### src/rtl/smwin_pkg.sv
package smwin_pkg;

    localparam int CFG_W    = 8;
    localparam int NUM_WIN  = 3;
    localparam logic [CFG_W-1:0] KEEP_MASK = 8'h1F;

    typedef enum logic [1:0] {
        SEL_HIGH_D   = 2'b00,
        SEL_LEGACY_A = 2'b01,
        SEL_LOW_3    = 2'b10,
        SEL_NONE     = 2'b11
    } win_sel_e;

    // bit 4 mark, bits 3:2 select, bit 1 visible, bit 0 enable
    typedef struct packed {
        logic     mark;
        win_sel_e sel;
        logic     visible;
        logic     enable;
    } ctl_t;

    function automatic logic [31:0] win_host_base(input int idx);
        case (idx)
            0:       return 32'h000D_0000;
            1:       return 32'h000A_0000;
            default: return 32'h0003_0000;
        endcase
    endfunction

    function automatic logic [31:0] win_phys_base(input int idx);
        case (idx)
            0:       return 32'h000B_0000;
            1:       return 32'h000A_0000;
            default: return 32'h000B_0000;
        endcase
    endfunction

    function automatic logic [31:0] win_span(input int idx);
        return (idx == 1) ? 32'h0002_0000 : 32'h0001_0000;
    endfunction

endpackage

### src/rtl/smwin_ctl_reg.sv
module smwin_ctl_reg
    import smwin_pkg::*;
(
    input  logic             clk,
    input  logic             rst_n,
    input  logic             wr_en,
    input  logic [CFG_W-1:0] wr_data,
    output ctl_t             ctl_o,
    output logic [CFG_W-1:0] rdata_o
);

    typedef struct packed {
        ctl_t ctl;
    } state_t;

    state_t st_d, st_q;

    always_comb begin
        st_d = st_q;
        if (wr_en) begin
            st_d.ctl = ctl_t'(wr_data[4:0]);
        end
    end

    always_ff @(posedge clk or negedge rst_n) begin
        if (!rst_n) begin
            st_q <= '0;
        end else begin
            st_q <= st_d;
        end
    end

    assign ctl_o   = st_q.ctl;
    assign rdata_o = {3'b000, st_q.ctl};

    assert_write_masked_R2: assert property (@(posedge clk) disable iff (!rst_n)
        wr_en |=> (rdata_o == ($past(wr_data) & KEEP_MASK)));

    assert_hold_no_write_R2: assert property (@(posedge clk) disable iff (!rst_n)
        !wr_en |=> $stable(rdata_o));

endmodule

### src/rtl/smwin_window_sel.sv
module smwin_window_sel
    import smwin_pkg::*;
(
    input  ctl_t               ctl_i,
    output logic [NUM_WIN-1:0] act_o
);

    for (genvar i = 0; i < NUM_WIN; i++) begin : g_act
        assign act_o[i] = ctl_i.enable && (ctl_i.sel == win_sel_e'(i));
    end

endmodule

### src/rtl/smwin_addr_xlat.sv
module smwin_addr_xlat
    import smwin_pkg::*;
#(
    parameter int ADDR_W = 32
) (
    input  logic               clk,
    input  logic               rst_n,
    input  logic [ADDR_W-1:0]  addr_i,
    input  logic               smm_i,
    input  logic [NUM_WIN-1:0] act_i,
    input  logic               visible_i,
    input  logic               mark_i,
    output logic               hit_o,
    output logic [ADDR_W-1:0]  addr_o,
    output logic               mark_o
);

    logic [NUM_WIN-1:0] in_win;
    logic [ADDR_W-1:0]  cand [NUM_WIN];

    for (genvar i = 0; i < NUM_WIN; i++) begin : g_win
        localparam logic [ADDR_W-1:0] HOST = ADDR_W'(win_host_base(i));
        localparam logic [ADDR_W-1:0] PHYS = ADDR_W'(win_phys_base(i));
        localparam logic [ADDR_W-1:0] SPAN = ADDR_W'(win_span(i));
        logic [ADDR_W-1:0] off;
        assign off       = addr_i - HOST;
        assign in_win[i] = act_i[i] && (addr_i >= HOST) && (off < SPAN);
        assign cand[i]   = PHYS + off;
    end

    logic              any_in;
    logic [ADDR_W-1:0] sel_addr;

    always_comb begin
        any_in   = 1'b0;
        sel_addr = addr_i;
        for (int i = 0; i < NUM_WIN; i++) begin
            if (in_win[i]) begin
                any_in   = 1'b1;
                sel_addr = cand[i];
            end
        end
    end

    assign hit_o  = any_in && (smm_i || visible_i);
    assign addr_o = hit_o ? sel_addr : addr_i;
    assign mark_o = any_in && mark_i;

    assert_single_window_R7: assert property (@(posedge clk) disable iff (!rst_n)
        $onehot0(in_win));

    assert_hidden_blocks_R8: assert property (@(posedge clk) disable iff (!rst_n)
        hit_o |-> (smm_i || visible_i));

endmodule

### src/rtl/smwin_decoder.sv
module smwin_decoder
    import smwin_pkg::*;
#(
    parameter int ADDR_W = 32
) (
    input  logic              clk,
    input  logic              rst_n,
    input  logic              cfg_we,
    input  logic [7:0]        cfg_wdata,
    output logic [7:0]        cfg_rdata,
    input  logic [ADDR_W-1:0] acc_addr,
    input  logic              acc_smm,
    output logic              win_hit,
    output logic [ADDR_W-1:0] xlat_addr,
    output logic              win_mark
);

    ctl_t               ctl;
    logic [NUM_WIN-1:0] act;

    smwin_ctl_reg u_reg (
        .clk     (clk),
        .rst_n   (rst_n),
        .wr_en   (cfg_we),
        .wr_data (cfg_wdata),
        .ctl_o   (ctl),
        .rdata_o (cfg_rdata)
    );

    smwin_window_sel u_sel (
        .ctl_i (ctl),
        .act_o (act)
    );

    smwin_addr_xlat #(.ADDR_W(ADDR_W)) u_xlat (
        .clk       (clk),
        .rst_n     (rst_n),
        .addr_i    (acc_addr),
        .smm_i     (acc_smm),
        .act_i     (act),
        .visible_i (ctl.visible),
        .mark_i    (ctl.mark),
        .hit_o     (win_hit),
        .addr_o    (xlat_addr),
        .mark_o    (win_mark)
    );

    assert_disabled_quiet_R3: assert property (@(posedge clk) disable iff (!rst_n)
        !cfg_rdata[0] |-> (!win_hit && !win_mark));

    assert_code3_quiet_R7: assert property (@(posedge clk) disable iff (!rst_n)
        (cfg_rdata[3:2] == 2'b11) |-> (!win_hit && !win_mark));

    assert_miss_passthru_R9: assert property (@(posedge clk) disable iff (!rst_n)
        !win_hit |-> (xlat_addr == acc_addr));

    assert_mark_needs_bit_R10: assert property (@(posedge clk) disable iff (!rst_n)
        win_mark |-> (cfg_rdata[4] && cfg_rdata[0]));

endmodule

### config.mk
export PLATFORM = sky130hd
export DESIGN_NAME = smwin_decoder
export DESIGN_NICKNAME = d
export VERILOG_FILES = /design/src/rtl/smwin_pkg.sv /design/src/rtl/smwin_ctl_reg.sv /design/src/rtl/smwin_window_sel.sv /design/src/rtl/smwin_addr_xlat.sv /design/src/rtl/smwin_decoder.sv
export SDC_FILE = /design/constraint.sdc
export NUM_CORES = 1
export LEC_CHECK = 0
export BUFFER_PORTS_ARGS = -buffer_cell sky130_fd_sc_hd__buf_2
export CAP_MARGIN = 40
export CELL_PAD_IN_SITES_DETAIL_PLACEMENT = 0
export CELL_PAD_IN_SITES_GLOBAL_PLACEMENT = 1
export CORE_AREA = 4 4 71 73
export DETAILED_ROUTE_END_ITERATION = 6
export DIE_AREA = 0 0 75 77
export PLACE_DENSITY = 0.86
export SLEW_MARGIN = 10
export SYNTH_ARGS = -nofsm -noshare
export SYNTH_HDL_FRONTEND = slang
export SYNTH_SLANG_ARGS = --single-unit
### constraint.sdc
create_clock -name clk -period 6.5 [get_ports clk]
set_input_delay 1.3 -clock clk [delete_from_list [all_inputs] [get_ports clk]]
set_output_delay 1.3 -clock clk [all_outputs]
set_load 0.01 [all_outputs]
==> results.md, run 1 <==
| Result | Value |
|---|---|
| Outcome | finished clean |
| Detailed-route wire length per cell | 14.78 µm |
| Synth Area in XOR/XNOR | 8.311% |
| Clock tree from TritonCTS | built |
| Synth async-reset ratio | 100.0% |
| Clock period minus worst slack | 5379 ps |
| DR pass1 iterations | 4 |
| Count of antenna diodes in the layout | 0 |
| Buffer type at the clock tree root | clkbuf_8 |
| Detailed Route Iter0 Violations | 50 |
| Max-slew violations | 0 |
| Worst Clk Skew | 0 ps |
| Die boundary height | 77 µm |
| Period utilization | 82.75% |
| Grt total ovfl | 0 |
| Final count of hold timing violations | 0 |
| Post-synthesis cell count | 167 |
| Netlist Area Pre-Place | 1370 µm² |
| Number of CTS-inserted buffers | 3 |
| Global-route usage over all layers | 11.99% |
| Count of placed standard cells including taps | 231 |
| Longest individual stage delay on the worst path | 800 ps |
| Number of cells in the finished layout apart from fillers | 235 |
| Hold crit path type | reg2reg |
| Reg-to-Reg End | u_reg.ctl_o[2] |
| Core area | 4354 µm² |
| Number of nets in the layout | 239 |
| Number of global-route vias before repair | 1192 |
| Number of maximum-capacitance constraint violations | 0 |
| Share of post-route cells with drive strength above 1 | 38.80% |
| Placed standard-cell area | 1405 µm² |
| Startpoint Class | primary input |
| Post-synth EDFFs | 0 |
| Post-DRT Antenna Nets | 0 |
| Maximum vdd drop | 0.1059 mV |
| FMAX | 0.1859 GHz |
| Wire length reported by the detailed router | 3474 µm |
| Leakage power total | 0.6413 nW |
| Cts repair resizes | 0 |
| DRC viols | 0 |
| Quantity of I/O buffers inserted on ports | 47 |
| Hold Path Depth | 1 |
| Post-Route Utilization | 33.30% |
| Yosys cell types | 57 |
| Synthesized-area fraction occupied by adder cells | 10.05% |
| Data required time of the worst path | 5200 ps |
| Worst reg2reg setup slack | 5670 ps |
| Max Buffers Root-to-Sink | 2 |
| Clock Pin Slew Worst Setup and Hold Paths | 30 ps |
| Latest clock arrival within the worst-skew pair | 230 ps |
| Layout area overhead | 5.845% |
| Max Fanout on Critical Path | 13 |
| Fraction of the mapped netlist area in simple logic gates | 26.85% |
| Pwr Density | 117.9 nW/µm² |
| Type of the worst setup path | in2out |
| Post-detailed-placement half-perimeter wirelength | 2854 µm |
| R2r worst-path depth | 1 |
| Hold Path Sink | u_reg.ctl_o[4] |
| Compound-Gate Fraction of Synth Area | 18.45% |
| Buffer count from post-CTS setup fixing | 0 |
| Dpl ws | 1215 ps |
| Overall power consumption | 0.1709 mW |
| Number of placement rows | 24 |
| Gp weighted congestion | 0.8648 |
| Startpoint of the lowest-slack hold path | u_reg.ctl_o[4] |
| Die area | 5775 µm² |
| Total of endpoints with negative setup slack in the final report | 0 |
| Rel. slew slack | 37.03% |
| Minimum setup slack in the final design | 1121 ps |
| Starting density of the core | 31.47% |
| Cell-by-cell trace of the critical path | buf_2 -> inv_1 -> ha_1 -> a21oi_1 -> xnor2_1 -> nand4_1 -> a2111o_1 -> a2111oi_0 -> a21oi_1 -> o221ai_1 -> buf_2 |
| Number of antenna violations at the first check in global routing | 0 |
| Number of primary I/O pins | 86 |
| Post-Route Hold Slack | 531.8 ps |
| Multiplexer area fraction after synthesis | 4.840% |
| Syn_area_per_cell | 8.204 µm² |
| Sequential cell area fraction in the yosys report | 9.132% |
| Syn. warnings | 0 |
| CP arrival | 4080 ps |
| H-Tree Depth | 1 |
| Unrepaired setup endpoints after global routing | no |
| Worst reg2reg startpoint | u_reg.ctl_o[2] |
| Hold-fix buffers, CTS | 0 |
| Post-route cell area | 1450 µm² |
| Total Negative Setup Slacks | 0 ps |
| Number of synthesized register bits | 5 |
| Ys flop type | dfrtp_1 |
| Flip-flop count of the largest register, all copies and words added | 5 |
| Combinational family with the most area after synthesis | simple AND/OR/NAND/NOR gates |
| Global-route wire length before repair | 5485 µm |
| Die Span X | 75 µm |
| Total clock sinks | 5 |
| Detailed-route vias per instance | 5.200 |
| Pin count of the biggest net entering global routing | 14 |
| Library cell contributing the largest single delay on the critical path | a2111oi_0 |
| Worst slew pin tran | 920.7 ps |
| Type of element capturing the critical path | primary output |
| Vias | 1222 |
power by group:
part	total, mW	switching [mW]	leakage (nW)	internal, mW
sequential	0.0382	0.00374	0.0585	0.0345
clock	0.0589	0.0167	0.0228	0.0422
combinational	0.0738	0.0420	0.560	0.0319
final cells by class:
type / count / area, µm²
flip-flops and latches: 5 / 125.1
inverters: 8 / 30.03
clock buffers: 4 / 45.04
well taps: 52 / 65.06
fillers: 470 / 2904
repair buffers: 47 / 235.2
multi-input cells: 119 / 949.7
Yosys cell counts (all sizes together) (2+ instances only):
| cell | instances | share of area (%) |
|---|---|---|
| nand2 | 6 | 1.8 |
| a21o | 2 | 1.1 |
| nand3 | 4 | 1.5 |
| nand3b | 2 | 1.1 |
| and2 | 4 | 2.1 |
| and4b | 2 | 1.6 |
| o31ai | 2 | 1.1 |
| nand4 | 2 | 0.91 |
| and3b | 3 | 2.1 |
| nor3 | 4 | 1.8 |
| ha | 11 | 10 |
| nand2b | 2 | 0.91 |
| or2 | 2 | 0.91 |
| nor2 | 7 | 1.9 |
| or3 | 3 | 1.4 |
| inv | 8 | 2.2 |
| a2111oi | 2 | 1.3 |
| xnor2 | 11 | 7.0 |
| o21ai | 6 | 2.2 |
| o2111ai | 2 | 1.7 |
| nor2b | 2 | 0.91 |
| a21oi | 6 | 2.2 |
| xor2 | 2 | 1.3 |
| buf | 28 | 17 |
| dfrtp | 5 | 9.1 |
| a2111o | 2 | 1.6 |
| mux2 | 5 | 4.1 |
| clkbuf | 8 | 2.2 |
| nor4 | 5 | 4.5 |
how the worst max path moves through the flow:
| stage | slack [ps] | to | from | cells after the start |
|---|---|---|---|---|
| final | 1120 | xlat_addr[17] | acc_addr[18] | 11 |
| after floorplan | 1930 | xlat_addr[17] | acc_addr[18] | 10 |
| after detailed placement | 1220 | xlat_addr[17] | acc_addr[18] | 11 |
| after CTS | 1190 | xlat_addr[17] | acc_addr[18] | 11 |
| after global placement | 1220 | xlat_addr[17] | acc_addr[18] | 11 |
| after global routing | 960 | xlat_addr[17] | acc_addr[18] | 11 |
per-layer routing:
layer	up-vias	wire length (µm)	track usage (%)	part of all wire, %
met3	10	310	1.830	8.9
met5	-	0	0	0
met1	551	1587	16.67	46
met4	0	54	5.694	1.6
li1	604	-	-	-
met2	57	1521	17.68	44
cells in the final DEF, fill, tap and decap left out, types with 5 or more instances in the layout:
master   synthesis  final
dfrtp_1          5      5
nor2_1           7      7
ha_1            11     11
mux2_2           5      5
nand2_1          5      5
buf_2            0     47
a21oi_1          6      6
inv_1            8      8
xnor2_1         11     11
o21ai_0          5      5
cell families (layout without fill, tap and decap cells):
logic type,count (synthesis),in the layout
AOI/OAI and AO/OA,33,33
xor gates and xnor gates,13,13
muxes,6,6
and+or+nand+nor,53,53
buffers and inverters,45,59
adders and majority gates,11,11
DFF,5,5
other,1,3
worst max-delay path, delay by kind of cell:
kind	cells	cell delay, ps
simple gates	1	110
fa+ha+maj	1	240
compound gates	5	1760
xor+xnor	1	150
buf+inv	3	520
Note: power is estimated with default switching activity, not from simulation.
==> run 2: changes to the inputs <==
Settings changed: ABC_AREA set to 1, CORE_AREA 4 4 71 73 to 4 4 90 92, DIE_AREA 0 0 75 77 to 0 0 94 96, PLACE_DENSITY 0.86 to 0.83.
Clock period 6.5 ns to 5.1 ns, I/O delays scaled along.
==> run 2 against run 1 <==
  * Via count is 120% higher
  * Critical path depth is 7 higher
  * Clock-buffer cell count stayed put
  * Sequential power is 23% higher
  * Critical path type unchanged
  * Critical endpoint is now xlat_addr[23]
  * Largest power group unchanged
==> results.md, run 2 <==
| Result | Value |
|---|---|
| Most instantiated library cell after synthesis | nand2_1 |
| Share of post-route cells with drive strength above 1 | 25.56% |
| Worst reg2reg startpoint | u_reg.ctl_o[3] |
| Period utilization | 85.36% |
| Number of cells in the finished layout apart from fillers | 588 |
| Maximum vdd drop | 0.1091 mV |
| Reg-to-Reg End | u_reg.ctl_o[3] |
| Count of antenna diodes in the layout | 0 |
| Top metal layer carrying routed signals | met4 |
| Largest cells by area after synthesis | nand2_1 26%, nand3_1 10%, nor2_1 9.3% |
| Data required time of the worst path | 4080 ps |
| Number of placement rows | 31 |
| Global-route usage over all layers | 15.59% |
| Total Negative Setup Slacks | 0 ps |
| Sequential cell area fraction in the yosys report | 5.336% |
| H-Tree Depth | 1 |
| Yosys top cell area share | 26.41% |
| Detailed-route vias per instance | 4.641 |
| Cts repair resizes | 0 |
| Type of the worst setup path | in2out |
| Count of placed standard cells including taps | 584 |
| Post-detailed-placement half-perimeter wirelength | 6364 µm |
| Gp weighted congestion | 0.9332 |
| Number of nets in the layout | 546 |
| Wire length reported by the detailed router | 7342 µm |
| Amount of wire on met2 after detailed routing | 3487 µm |
| Cell-by-cell trace of the critical path | buf_2 -> inv_1 -> ha_1 -> nand2_1 -> nand2_1 -> nor2_1 -> nand2_1 -> nand2_1 -> nand2_1 -> inv_1 -> nand2_1 -> nor2_2 -> nand3_2 -> nand3_2 -> nand2_2 -> inv_2 -> nor2_2 -> buf_2 |
| Clock tree from TritonCTS | built |
| Crit path to | xlat_addr[23] |
| Final count of hold timing violations | 0 |
| Total clock sinks | 5 |
| Number of primary I/O pins | 86 |
| Detailed Route Iter0 Violations | 115 |
| Number of global-route vias before repair | 2351 |
| Outcome | finished clean |
| Ranking of synthesized cells by instance count | 165 x nand2_1, 58 x nor2_1, 47 x nand3_1 |
| Post-Route Utilization | 36.94% |
| Leakage power total | 1.462 nW |
| Grt total ovfl | 0 |
| Max Fanout on Critical Path | 12 |
| Core area | 7214 µm² |
| Pin count of the biggest net entering global routing | 13 |
| Number of antenna violations at the first check in global routing | 0 |
| Clock Pin Slew Worst Setup and Hold Paths | 40 ps |
| Post-route cell area | 2665 µm² |
| Logic depth of the worst setup path including buffers | 18 |
| Layout area overhead | 13.66% |
| Starting density of the core | 32.50% |
| Detailed-route wire length per cell | 12.49 µm |
| Die boundary height | 96 µm |
| Number of maximum-capacitance constraint violations | 0 |
| Flip-flop count of the largest register, all copies and words added | 5 |
| Quantity of I/O buffers inserted on ports | 79 |
| Hold-fix buffers, CTS | 0 |
| Ys flop type | dfrtp_1 |
| Syn. warnings | 0 |
| Crit path launch | acc_addr[19] |
| CP arrival | 3330 ps |
| Most frequent cell on the critical path | nand2_1 |
| Met3 wire len | 479 µm |
| Post-DRT Antenna Nets | 0 |
| Syn_area_per_cell | 5.281 µm² |
| Buf+Inv Stages, Crit Path | 5 |
| Type of element capturing the critical path | primary output |
| Worst Clk Skew | 0 ps |
| Die area | 9024 µm² |
| FMAX | 0.2297 GHz |
| Top cell type by total area after synthesis | nand2_1 |
| DRC viols | 0 |
| Most common cell after layout, fill and taps aside | nand2_1 |
| Number of CTS-inserted buffers | 3 |
| Post-route met1 wirelength | 3350 µm |
| Number of synthesized register bits | 5 |
| Hold crit path type | reg2reg |
| Global-route wire length before repair | 11120 µm |
| Worst reg2reg setup slack | 4310 ps |
| Longest individual stage delay on the worst path | 380 ps |
| Die Span X | 94 µm |
| Synth async-reset ratio | 100.0% |
| Unrepaired setup endpoints after global routing | no |
| Overall power consumption | 0.2850 mW |
| Netlist Area Pre-Place | 2345 µm² |
| Yosys cell types | 27 |
| Placed standard-cell area | 2620 µm² |
| Max Buffers Root-to-Sink | 2 |
| Pwr Density | 106.9 nW/µm² |
| Buffer count from post-CTS setup fixing | 0 |
| Library cell contributing the largest single delay on the critical path | nor2_1 |
| Clock period minus worst slack | 4353 ps |
| Buffer type at the clock tree root | clkbuf_8 |
| R2r worst-path depth | 1 |
| Post-synth EDFFs | 0 |
| Post-synthesis cell count | 444 |
| Most frequent cells in the layout | 165 x nand2_1, 79 x buf_2, 58 x nor2_1 |
| Latest clock arrival within the worst-skew pair | 220 ps |
| Total of endpoints with negative setup slack in the final report | 0 |
| Top delay family on crit path | simple AND/OR/NAND/NOR gates |
| DR pass1 iterations | 4 |
| Max-slew violations | 0 |
| Vias | 2729 |
| Startpoint Class | primary input |
| Fill count | 828 |
[run 2: cell types whose count changed after synthesis, moves of 7 or more]
cell     before  now
inv_1         8   39
inv_2         0    7
nand2_1       5  165
nand3_1       4   47
nand4_1       2   11
nor2_1        7   58
nor2_2        0    7
nor2_4        0   14
xnor2_1      11    0
[run 2: worst min-delay path by stage]
stage,startpoint,to,slack [ps],cells past startpoint
global placement,u_reg.ctl_o[1],u_reg.ctl_o[1],510,1
CTS,u_reg.ctl_o[1],u_reg.ctl_o[1],530,1
detailed placement,u_reg.ctl_o[1],u_reg.ctl_o[1],520,1
global route,u_reg.ctl_o[1],u_reg.ctl_o[1],570,1
floorplan,u_reg.ctl_o[4],u_reg.ctl_o[4],510,1
finish,u_reg.ctl_o[1],u_reg.ctl_o[1],530,1
[run 2: layer usage]
layer  vias to the layer above  track usage (%)
met3                         4           0.8600
li1                       1432                -
met1                      1190            20.50
met2                       103            28.80
met4                         0            1.925
met5                         -                0
[run 2: final cells by class]
| type | instances | area [µm²] | share of cell area (%) |
|---|---|---|---|
| multi-input combinational | 354 | 1797 | 67.42 |
| timing repair buffer | 79 | 395.4 | 14.84 |
| inverter | 47 | 178.9 | 6.714 |
| sequential | 5 | 125.1 | 4.695 |
| tap | 99 | 123.9 | 4.648 |
| clock buffer | 4 | 45.04 | 1.690 |
[run 2: per-stage QoR]
step	hold WS (ps)	setup slack (ps)
2_1_floorplan	505.0	1400
3_3_place_gp	512.5	780.0
3_5_place_dp	524.1	743.8
4_1_cts	532.1	729.5
5_1_grt	574.2	500.8
6_report	529.4	746.8
[run 2: power by group]
| group | switching [mW] | internal (mW) |
|---|---|---|
| clock network | 0.0194 | 0.0536 |
| logic | 0.109 | 0.0561 |
| registers | 0.00306 | 0.0438 |
[run 2: cells by family after synthesis]
logic type	Yosys count	synth area share, %
flops	5	5.336
fa+ha+maj	12	6.403
mux	3	1.441
compound gates	9	1.921
simple gates	319	63.39
other cells	1	0.1599
xor+xnor	8	2.988
buf+inv	87	18.36
==> run 3: changes to the inputs <==
Settings changed: ABC_AREA 1 to not set, CORE_AREA 4 4 90 92 to 4 4 73 75, DIE_AREA 0 0 94 96 to 0 0 77 79, PLACE_DENSITY 0.83 to 0.82.
==> run 3 against run 2 <==
  * Clock skew unchanged
  * Sequential power is 4% higher
  * Non-clock buffer count fell by 31
  * Wire length decreased by 52%
  * Sequential share of layout area grew 3.9 points
  * Worst setup slack worse by 210 ps
  * Combinational power decreased by 43%
  * Die area decreased by 33%
  * Register-to-register slack got worse by 50 ps
  * Via count is 55% lower
  * Clock power up 2%
  * Critical endpoint is now xlat_addr[17]
  * Highest routed layer unchanged
==> results.md, run 3 (synthesis results as in run 1) <==
| Result | Value |
|---|---|
| FMAX | 0.2191 GHz |
| Type of the worst setup path | in2out |
| Number of CTS-inserted buffers | 3 |
| Latest clock arrival within the worst-skew pair | 220 ps |
| Power share of the sequential group | 22.3% |
| Data required time of the worst path | 4080 ps |
| Cts repair resizes | 0 |
| Count of antenna diodes in the layout | 0 |
| Post-detailed-placement half-perimeter wirelength | 2886 µm |
| Global-route wire length before repair | 5644 µm |
| Hold-fix buffers, CTS | 0 |
| Vias | 1225 |
| Period utilization | 89.51% |
| Core area | 4661 µm² |
| DR pass1 iterations | 4 |
| Buffer count from post-CTS setup fixing | 0 |
| Detailed-route wire length per cell | 14.69 µm |
| H-Tree Depth | 1 |
| Reg-to-Reg End | u_reg.ctl_o[2] |
| Total of endpoints with negative setup slack in the final report | 0 |
| Die boundary height | 79 µm |
| Power share of the combinational group | 43.3% |
| Clock Pin Slew Worst Setup and Hold Paths | 30 ps |
| Final count of hold timing violations | 0 |
| Pin count of the biggest net entering global routing | 14 |
| Switch share | 36.32% |
| Number of antenna violations at the first check in global routing | 0 |
| Post-DRT Antenna Nets | 0 |
| R2r worst-path depth | 1 |
| Detailed-route vias per instance | 5.147 |
| Type of element capturing the critical path | primary output |
| Clock period minus worst slack | 4565 ps |
| Number of maximum-capacitance constraint violations | 0 |
| Share of post-route cells with drive strength above 1 | 39.13% |
| Overall power consumption | 0.2170 mW |
| Crit path to | xlat_addr[17] |
| Worst Clk Skew | 0 ps |
| Crit path launch | acc_addr[18] |
| Die area | 6083 µm² |
| Max Fanout on Critical Path | 13 |
| Outcome | finished clean |
| Die Span X | 77 µm |
| Number of nets in the layout | 240 |
| CP arrival | 3550 ps |
| Grt total ovfl | 0 |
| Wire length reported by the detailed router | 3497 µm |
| Gp weighted congestion | 0.8549 |
| Most common cell after layout, fill and taps aside | buf_2 |
| Number of global-route vias before repair | 1194 |
| Quantity of I/O buffers inserted on ports | 47 |
| Reported net switching power | 0.07882 mW |
| Layout area overhead | 6.575% |
| Total Negative Setup Slacks | 0 ps |
| Internal power | 0.1382 mW |
| Buffer type at the clock tree root | clkbuf_8 |
| Unrepaired setup endpoints after global routing | no |
| Worst slew pin tran | 472.0 ps |
| Max Buffers Root-to-Sink | 2 |
| Detailed Route Iter0 Violations | 42 |
| Clock tree from TritonCTS | built |
| Clk network pwr share | 34.3% |
| Most frequent cells in the layout | 47 x buf_2, 11 x xnor2_1, 11 x ha_1 |
| Maximum vdd drop | 0.1351 mV |
| Worst reg2reg setup slack | 4260 ps |
| Flip-flop count of the largest register, all copies and words added | 5 |
| Leakage power total | 0.6468 nW |
| Starting density of the core | 29.40% |
| Max-slew violations | 0 |
| Fill count | 503 |
| Number of placement rows | 25 |
| Hold crit path type | reg2reg |
| Startpoint Class | primary input |
| Number of primary I/O pins | 86 |
| Pwr Density | 148.6 nW/µm² |
| DRC viols | 0 |
| Rel. slew slack | 67.72% |
| Total clock sinks | 5 |
| Worst reg2reg startpoint | u_reg.ctl_o[2] |
| Global-route usage over all layers | 11.35% |
-- run 3: worst min-delay path by stage --
stage	from	to	slack (ps)	cells after the start
global route	u_reg.ctl_o[4]	u_reg.ctl_o[4]	570	1
finish	u_reg.ctl_o[4]	u_reg.ctl_o[4]	520	1
floorplan	u_reg.ctl_o[4]	u_reg.ctl_o[4]	500	1
CTS	u_reg.ctl_o[4]	u_reg.ctl_o[4]	530	1
global placement	u_reg.ctl_o[4]	u_reg.ctl_o[4]	510	1
detailed placement	u_reg.ctl_o[4]	u_reg.ctl_o[4]	520	1
-- run 3: power groups by stage --
stage / combinational (mW) / sequential, mW / clock (mW)
floorplan: 0.0794 / 0.0487 / 0
global placement: 0.0933 / 0.0489 / 0
detailed placement: 0.0941 / 0.0491 / 0
CTS: 0.0947 / 0.0486 / 0.0771
global route: 0.104 / 0.0494 / 0.0803
finish: 0.0940 / 0.0485 / 0.0745
-- run 3: final cells by class --
class / count / area [µm²] / share of cell area (%)
Multi-Input combinational cell: 119 / 949.7 / 65.04
Timing Repair Buffer: 48 / 242.7 / 16.62
Sequential cell: 5 / 125.1 / 8.569
Tap cell: 54 / 67.56 / 4.627
Clock buffer: 4 / 45.04 / 3.085
Inverter: 8 / 30.03 / 2.057
-- run 3: through the flow --
stage / instance area [µm²] / setup WS (ps) / utilization (%) / instances / hold slack [ps]
after global routing: 1460 / 356.7 / 31.33 / 238 / 570.4
final: 1460 / 535.0 / 31.33 / 238 / 520.2
after CTS: 1460 / 553.6 / 31.33 / 238 / 526.6
after global placement: 1415 / 587.0 / 30.36 / 234 / 512.9
after detailed placement: 1415 / 589.4 / 30.36 / 234 / 517.9
after floorplan: 1378 / 1088 / - / 169 / 495.9
-- run 3: critical path: stages --
cell and delay [ps]:
buf_2 240, inv_1 120, ha_1 230, a21oi_1 270, xnor2_1 170, nand4_1 120
a2111o_1 410, a2111oi_0 370, buf_4 190, a21oi_1 40, o221ai_1 180, buf_2 170
-- run 3: layer usage --
metal	global-route usage, %	vias to the layer above	share of wire [%]
met5	0	-	0
met1	15.31	572	46
met4	3.203	0	1.0
met2	18.90	45	45
met3	1.587	3	7.9
li1	-	605	-
